===== config.mk =====
export PLATFORM = sky130hd
export DESIGN_NAME = busRetryCtl
export DESIGN_NICKNAME = d
export VERILOG_FILES = /design/src/rtl/busRetryPkg.sv /design/src/rtl/busSync.sv /design/src/rtl/busCtl.sv /design/src/rtl/busDatapath.sv /design/src/rtl/busRetryCtl.sv
export SDC_FILE = /design/constraint.sdc
export NUM_CORES = 1
export LEC_CHECK = 0
export ABC_CLOCK_PERIOD_IN_PS = 2090
export CAP_MARGIN = 0
export CORE_MARGIN = 4
export CORE_UTILIZATION = 39
export DETAILED_ROUTE_END_ITERATION = 8
export PLACE_DENSITY = 0.76
export REMOVE_ABC_BUFFERS = 1
export SYNTH_ARGS = -nofsm -noshare
export SYNTH_HDL_FRONTEND = slang
export SYNTH_HIERARCHICAL = 1
export SYNTH_SLANG_ARGS = --single-unit

===== constraint.sdc =====
create_clock -name clk -period 2.09 [get_ports clk]
set_clock_uncertainty 0.05 [all_clocks]
set_input_delay 0.3135 -clock clk [delete_from_list [all_inputs] [get_ports clk]]
set_output_delay 0.3135 -clock clk [all_outputs]
set_load 0.1 [all_outputs]

===== src/rtl/busRetryPkg.sv =====
package busRetryPkg;

  typedef enum logic [2:0] {
    ST_IDLE,
    ST_ADDR,
    ST_STRB,
    ST_WAIT,
    ST_END,
    ST_TURN,
    ST_HOLD
  } busState_e;

  typedef enum logic [1:0] {
    TK_OK,
    TK_FAULT,
    TK_RETRY
  } termKind_e;

  typedef struct packed {
    logic latchReq;
    logic captureRd;
    logic asOn;
    logic dsOn;
    logic writeDir;
    logic addrDrive;
    logic dataDrive;
  } ctlStrobe_t;

endpackage


===== src/rtl/busSync.sv =====
module busSync #(
  parameter int WIDTH  = 3,
  parameter int STAGES = 2
) (
  input  logic             clk,
  input  logic             rstN,
  input  logic [WIDTH-1:0] din,
  output logic [WIDTH-1:0] dout
);
  // Active-low inputs: reset value is all ones (negated)
  generate
    if (STAGES == 1) begin : gSingle
      logic [WIDTH-1:0] stage0;
      always_ff @(posedge clk or negedge rstN) begin
        if (!rstN) stage0 <= '1;
        else       stage0 <= din;
      end
      assign dout = stage0;
    end else begin : gChain
      logic [STAGES-1:0][WIDTH-1:0] chain;
      always_ff @(posedge clk or negedge rstN) begin
        if (!rstN) chain <= '1;
        else       chain <= {chain[STAGES-2:0], din};
      end
      assign dout = chain[STAGES-1];
    end
  endgenerate
endmodule


===== src/rtl/busCtl.sv =====
module busCtl
  import busRetryPkg::*;
#(
  parameter int RETRY_W = 4
) (
  input  logic               clk,
  input  logic               rstN,
  input  logic               reqValid,
  input  logic               ackSeen,
  input  logic               faultSeen,
  input  logic               holdSeen,
  input  logic               curRead,
  input  logic               curRmw,
  output ctlStrobe_t         strobes,
  output logic               reqReady,
  output logic               doneOk,
  output logic               doneFault,
  output logic               protoViol,
  output logic [RETRY_W-1:0] retryCount
);
  localparam logic [RETRY_W-1:0] RETRY_MAX = '1;

  busState_e state, nextState;
  termKind_e kind, nextKind;
  logic phase;
  logic setPhase, bumpRetry, latchReq, captureRd;
  logic writeNow, floatNow;

  // RMW: read part first, write part after the turn
  assign writeNow = curRmw ? phase : !curRead;

  always_comb begin
    nextState = state;
    nextKind  = kind;
    latchReq  = 1'b0;
    captureRd = 1'b0;
    bumpRetry = 1'b0;
    setPhase  = 1'b0;
    case (state)
      ST_IDLE: begin
        if (reqValid && !holdSeen) begin
          nextState = ST_ADDR;
          latchReq  = 1'b1;
        end
      end
      ST_ADDR: nextState = ST_STRB;
      ST_STRB: nextState = ST_WAIT;
      ST_WAIT: begin
        if (faultSeen) begin
          nextState = ST_END;
          if (holdSeen && !curRmw) begin
            nextKind  = TK_RETRY;
            bumpRetry = 1'b1;
          end else begin
            nextKind = TK_FAULT;
          end
        end else if (ackSeen) begin
          captureRd = !writeNow;
          if (curRmw && !phase) begin
            nextState = ST_TURN;
            setPhase  = 1'b1;
          end else begin
            nextState = ST_END;
            nextKind  = TK_OK;
          end
        end
      end
      ST_END:  nextState = (kind == TK_RETRY) ? ST_HOLD : ST_IDLE;
      ST_TURN: if (!ackSeen) nextState = ST_WAIT;
      ST_HOLD: if (!holdSeen) nextState = ST_ADDR;
      default: nextState = ST_IDLE;
    endcase
  end

  always_ff @(posedge clk or negedge rstN) begin
    if (!rstN) begin
      state <= ST_IDLE;
      kind  <= TK_OK;
      phase <= 1'b0;
    end else begin
      state <= nextState;
      kind  <= nextKind;
      if (latchReq)      phase <= 1'b0;
      else if (setPhase) phase <= 1'b1;
    end
  end

  always_ff @(posedge clk or negedge rstN) begin
    if (!rstN) begin
      retryCount <= '0;
    end else if (latchReq || (state == ST_END && kind == TK_OK)) begin
      retryCount <= '0;
    end else if (bumpRetry && retryCount != RETRY_MAX) begin
      retryCount <= retryCount + 1'b1;
    end
  end

  assign floatNow = (state == ST_IDLE) || (state == ST_HOLD) ||
                    (state == ST_END && kind == TK_RETRY);

  always_comb begin
    strobes.latchReq  = latchReq;
    strobes.captureRd = captureRd;
    strobes.asOn      = (state == ST_STRB) || (state == ST_WAIT) || (state == ST_TURN);
    strobes.dsOn      = (state == ST_WAIT) || (state == ST_STRB && !writeNow);
    strobes.writeDir  = writeNow && !floatNow;
    strobes.addrDrive = !floatNow;
    strobes.dataDrive = writeNow && !floatNow && (state != ST_ADDR);
  end

  assign reqReady  = (state == ST_IDLE) && !holdSeen;
  assign doneOk    = (state == ST_END) && (kind == TK_OK);
  assign doneFault = (state == ST_END) && (kind == TK_FAULT);
  assign protoViol = (state == ST_HOLD) && !holdSeen && faultSeen;
endmodule


===== src/rtl/busDatapath.sv =====
module busDatapath
  import busRetryPkg::*;
#(
  parameter int ADDR_W = 23,
  parameter int DATA_W = 16,
  parameter int FC_W   = 3
) (
  input  logic              clk,
  input  logic              rstN,
  input  ctlStrobe_t        strobes,
  input  logic [FC_W-1:0]   reqSpace,
  input  logic [ADDR_W-1:0] reqAddr,
  input  logic              reqUpper,
  input  logic              reqLower,
  input  logic              reqRead,
  input  logic              reqRmw,
  input  logic [DATA_W-1:0] reqWdata,
  input  logic [DATA_W-1:0] dataIn,
  output logic              curRead,
  output logic              curRmw,
  output logic [DATA_W-1:0] rdData,
  output logic              addrStrobeN,
  output logic              upperStrobeN,
  output logic              lowerStrobeN,
  output logic              dirRead,
  output logic [FC_W-1:0]   spaceCode,
  output logic [ADDR_W-1:0] addrOut,
  output logic              addrOe,
  output logic [DATA_W-1:0] dataOut,
  output logic              dataOe
);
  logic [FC_W-1:0]   curSpace;
  logic [ADDR_W-1:0] curAddr;
  logic [DATA_W-1:0] curWdata;
  logic              curUpper, curLower;

  // Request held for the whole transfer, retries included
  always_ff @(posedge clk or negedge rstN) begin
    if (!rstN) begin
      curSpace <= '0;
      curAddr  <= '0;
      curWdata <= '0;
      curUpper <= 1'b0;
      curLower <= 1'b0;
      curRead  <= 1'b1;
      curRmw   <= 1'b0;
    end else if (strobes.latchReq) begin
      curSpace <= reqSpace;
      curAddr  <= reqAddr;
      curWdata <= reqWdata;
      curUpper <= reqUpper;
      curLower <= reqLower;
      curRead  <= reqRead;
      curRmw   <= reqRmw;
    end
  end

  always_ff @(posedge clk or negedge rstN) begin
    if (!rstN)                  rdData <= '0;
    else if (strobes.captureRd) rdData <= dataIn;
  end

  assign addrStrobeN  = !strobes.asOn;
  assign upperStrobeN = !(strobes.dsOn && curUpper);
  assign lowerStrobeN = !(strobes.dsOn && curLower);
  assign dirRead      = !strobes.writeDir;
  assign spaceCode    = curSpace;
  assign addrOut      = curAddr;
  assign addrOe       = strobes.addrDrive;
  assign dataOut      = curWdata;
  assign dataOe       = strobes.dataDrive;
endmodule


===== src/rtl/busRetryCtl.sv =====
module busRetryCtl
  import busRetryPkg::*;
#(
  parameter int ADDR_W      = 23,
  parameter int DATA_W      = 16,
  parameter int FC_W        = 3,
  parameter int RETRY_W     = 4,
  parameter int SYNC_STAGES = 2
) (
  input  logic               clk,
  input  logic               rstN,
  input  logic               reqValid,
  output logic               reqReady,
  input  logic [FC_W-1:0]    reqSpace,
  input  logic [ADDR_W-1:0]  reqAddr,
  input  logic               reqUpper,
  input  logic               reqLower,
  input  logic               reqRead,
  input  logic               reqRmw,
  input  logic [DATA_W-1:0]  reqWdata,
  output logic               doneOk,
  output logic               doneFault,
  output logic [DATA_W-1:0]  rdData,
  output logic [RETRY_W-1:0] retryCount,
  output logic               protoViol,
  output logic               addrStrobeN,
  output logic               upperStrobeN,
  output logic               lowerStrobeN,
  output logic               dirRead,
  output logic [FC_W-1:0]    spaceCode,
  output logic [ADDR_W-1:0]  addrOut,
  output logic               addrOe,
  output logic [DATA_W-1:0]  dataOut,
  output logic               dataOe,
  input  logic [DATA_W-1:0]  dataIn,
  input  logic               xferAckN,
  input  logic               busFaultN,
  input  logic               holdOffN
);
  localparam int N_SENSE = 3;

  logic [N_SENSE-1:0] senseSync;
  ctlStrobe_t         strobes;
  logic               curRead, curRmw;

  busSync #(.WIDTH(N_SENSE), .STAGES(SYNC_STAGES)) uSync (
    .clk (clk),
    .rstN(rstN),
    .din ({xferAckN, busFaultN, holdOffN}),
    .dout(senseSync)
  );

  busCtl #(.RETRY_W(RETRY_W)) uCtl (
    .clk       (clk),
    .rstN      (rstN),
    .reqValid  (reqValid),
    .ackSeen   (!senseSync[2]),
    .faultSeen (!senseSync[1]),
    .holdSeen  (!senseSync[0]),
    .curRead   (curRead),
    .curRmw    (curRmw),
    .strobes   (strobes),
    .reqReady  (reqReady),
    .doneOk    (doneOk),
    .doneFault (doneFault),
    .protoViol (protoViol),
    .retryCount(retryCount)
  );

  busDatapath #(.ADDR_W(ADDR_W), .DATA_W(DATA_W), .FC_W(FC_W)) uDp (
    .clk         (clk),
    .rstN        (rstN),
    .strobes     (strobes),
    .reqSpace    (reqSpace),
    .reqAddr     (reqAddr),
    .reqUpper    (reqUpper),
    .reqLower    (reqLower),
    .reqRead     (reqRead),
    .reqRmw      (reqRmw),
    .reqWdata    (reqWdata),
    .dataIn      (dataIn),
    .curRead     (curRead),
    .curRmw      (curRmw),
    .rdData      (rdData),
    .addrStrobeN (addrStrobeN),
    .upperStrobeN(upperStrobeN),
    .lowerStrobeN(lowerStrobeN),
    .dirRead     (dirRead),
    .spaceCode   (spaceCode),
    .addrOut     (addrOut),
    .addrOe      (addrOe),
    .dataOut     (dataOut),
    .dataOe      (dataOe)
  );
endmodule


==> metrics.yaml <==
area_growth_syn_to_layout_pct: 48.4
insertion_delay_ps: 340
portBuffers: 139
antenna_found_initial: 0
fp-row-count: 34
grt_max_degree: 41
die_y_um: 103
ys_seq_elements: 78
track_usage_pct: 14.4
yosys_most_used_dff: "dfrtp_1"
cp_slowest_cell: "dfrtp_2"
worst_pin_slew_ps: 513
hold_class: "reg -> reg"
vias: 2447
dp_hpwl_um: 5940
first_pass_iters: 4
worstPathArrival_ps: 1680
place.gp.congestion: 0.849
synthTopCellsByArea: "dfrtp_1, mux2_4, mux2_2, dfstp_2, buf_12"
synthesis.area_um2: 3550
drv_slew: 0
ant_nets: 0
crit_top_cell: "nor2b_1"
path_clk_slew_ps: 90
fillers: 690
grt_pass1_vias: 2501
h-tree-depth: 3
cts_tree: "built"
die_w_um: 103
pin_count: 140
initial_utilization_pct: 40.3
yosysTopAreaCell: "dfrtp_1"
slew_headroom_pct: 65.8
synthArstFlopShare_pct: 100
synth_cells: 243
synth_top_area_share_pct: 50.1
numCtsBuffers: 9
wl_per_cell_um: 16.0
routed_wl_um: 8100
drtIter0Drc: 100
syn_avg_cell_area_um2: 14.6
cp-start-kind: "register"
layout_min_cycle_time_ps: 2040
nets: 462
synth_seq_area_share_pct: 55.3
tns_ps: 0
grt_overflow: 0
cts_buffer_depth: 2
timing.max_cap.violations: 0
drive_above_1_share_pct: 49.0
post-route-period-util_pct: 97.6
clock_sinks: 78
viasPerCell: 4.84
drc_errors: 0
path_cells: "nor2b_1, a211o_1, nor2b_1, inv_1, buf_12"
worst_ep_required_time_ps: 1730
hold_viol: 0
grt_first_pass_wirelength_um: 12000
setup-violations-final: 0
synth_edf_count: 0
dieArea_um2: 10700
diodes: 0
core-area_um2: 8810
root_buffer: "clkbuf_8"
ys_warn_count: 6
ys_types: 48
critPathMaxFanout: 5
end_kind: "primary output"
fmax_mhz: 490
slowest_delay_ps: 460
ys_top_cells_by_count: "dfrtp_1, mux2_4, mux2_2"
cp_num_buf_inv: 2
path_class: "reg -> out"
synth_most_common_cell: "dfrtp_1"
critical-path-top-delay-family: "flip-flops"
status: "complete, no violations"
[cell usage in the layout, fill, tap and decap left out, types with 2 or more instances in the layout]
| cell type | n |
|---|---|
| buf_4 | 77 |
| o22ai_1 | 3 |
| dfrtp_2 | 4 |
| xor2_1 | 2 |
| clkbuf_8 | 9 |
| nor4_2 | 2 |
| and2_1 | 3 |
| mux2_4 | 40 |
| inv_1 | 10 |
| nor2_1 | 6 |
| o21ai_0 | 5 |
| nand3_1 | 3 |
| a21oi_1 | 5 |
| inv_6 | 3 |
| mux2_2 | 22 |
| o31ai_1 | 2 |
| nand2_1 | 7 |
| dfrtp_1 | 67 |
| dfstp_2 | 7 |
| bufinv_16 | 2 |
| nor2b_1 | 5 |
| buf_12 | 14 |
| clkdlybuf4s50_1 | 66 |
[through the flow]
stage               setup slack [ps]  instance area, µm²  cells  hold slack, ps  util, %
floorplan                      -1850                3340    223           -32.1        -
global placement                 187                4940    481             268     56.1
detailed placement               144                4940    481             274     56.1
CTS                            -56.3                5190    499             312     58.9
global route                   -13.3                5270    506             317     59.8
finish                          50.3                5270    506             312     59.8
[metal layers]
| layer | track usage, % | routed length (µm) | vias up |
|---|---|---|---|
| met3 | 4.90 | 703 | 12 |
| met4 | 4.08 | 101 | 0 |
| met5 | 0 | 0 | - |
| met2 | 22.9 | 3920 | 108 |
| li1 | - | - | 1145 |
| met1 | 18.8 | 3370 | 1182 |
[registers in the layout, summed over array words and instances, names as in the netlist]
register	count
uCtl/kind	2
uCtl/phase	1
uCtl/retryCount	4
uCtl/state	3
uDp/addrOut	23
uDp/curLower	1
uDp/curRead	1
uDp/curRmw	1
uDp/curUpper	1
uDp/dataOut	16
uDp/rdData	16
uDp/spaceCode	3
uSync/dout	3
uSync/gChain.chain	3
[cell type report]
class	count	area [µm²]	area share, %
clock buffer	9	124	2.35
clock inverter	7	103	1.95
inverter	11	41.3	0.784
multi-input combinational	134	1360	25.9
sequential	78	1970	37.3
tap	108	135	2.57
timing repair buffer	159	1530	29.1
[repair_timing]
item / 4_1_cts / 5_1_grt
hold buffers: 1 / 0
hold endpoints to repair: 39 / 0
setup buffers: 1 / 7
pin swaps: 0 / 1
gates resized for setup: 3 / 8
endpoints found under the setup margin: 8 / 7
[worst paths after layout]
| check | endpoint | slack [ps] | cells after the start | start |
|---|---|---|---|---|
| setup / recovery | dirRead | 50 | 5 | uCtl/state[1] |
| hold / removal | uSync/dout[1] | 310 | 0 | uSync/gChain.chain[1] |
| setup reg to reg | uDp/curLower | 130 | 5 | uSync/dout[0] |
| hold reg to reg | uSync/dout[1] | 310 | 0 | uSync/gChain.chain[1] |
| max in group asynchronous | uSync/dout[1] | 910 | 3 | rstN |
| min in group asynchronous | uCtl/retryCount[2] | 420 | 2 | rstN |
[cell families (layout without fill, tap and decap cells)]
| kind of cell | count (synthesis) | in the layout | synth area share (%) |
|---|---|---|---|
| AOI/OAI and AO/OA | 29 | 29 | 5.78 |
| and+or+nand+nor | 40 | 40 | 7.16 |
| adders and majority gates | 1 | 1 | 0.353 |
| buffers and inverters | 31 | 186 | 7.05 |
| DFF | 78 | 78 | 55.3 |
| xor gates and xnor gates | 2 | 2 | 0.494 |
| muxes | 62 | 62 | 23.9 |
Power is left out: the tool's default activity adds up to more than one toggle a clock period on the data nets, which glitch-free logic cannot reach.
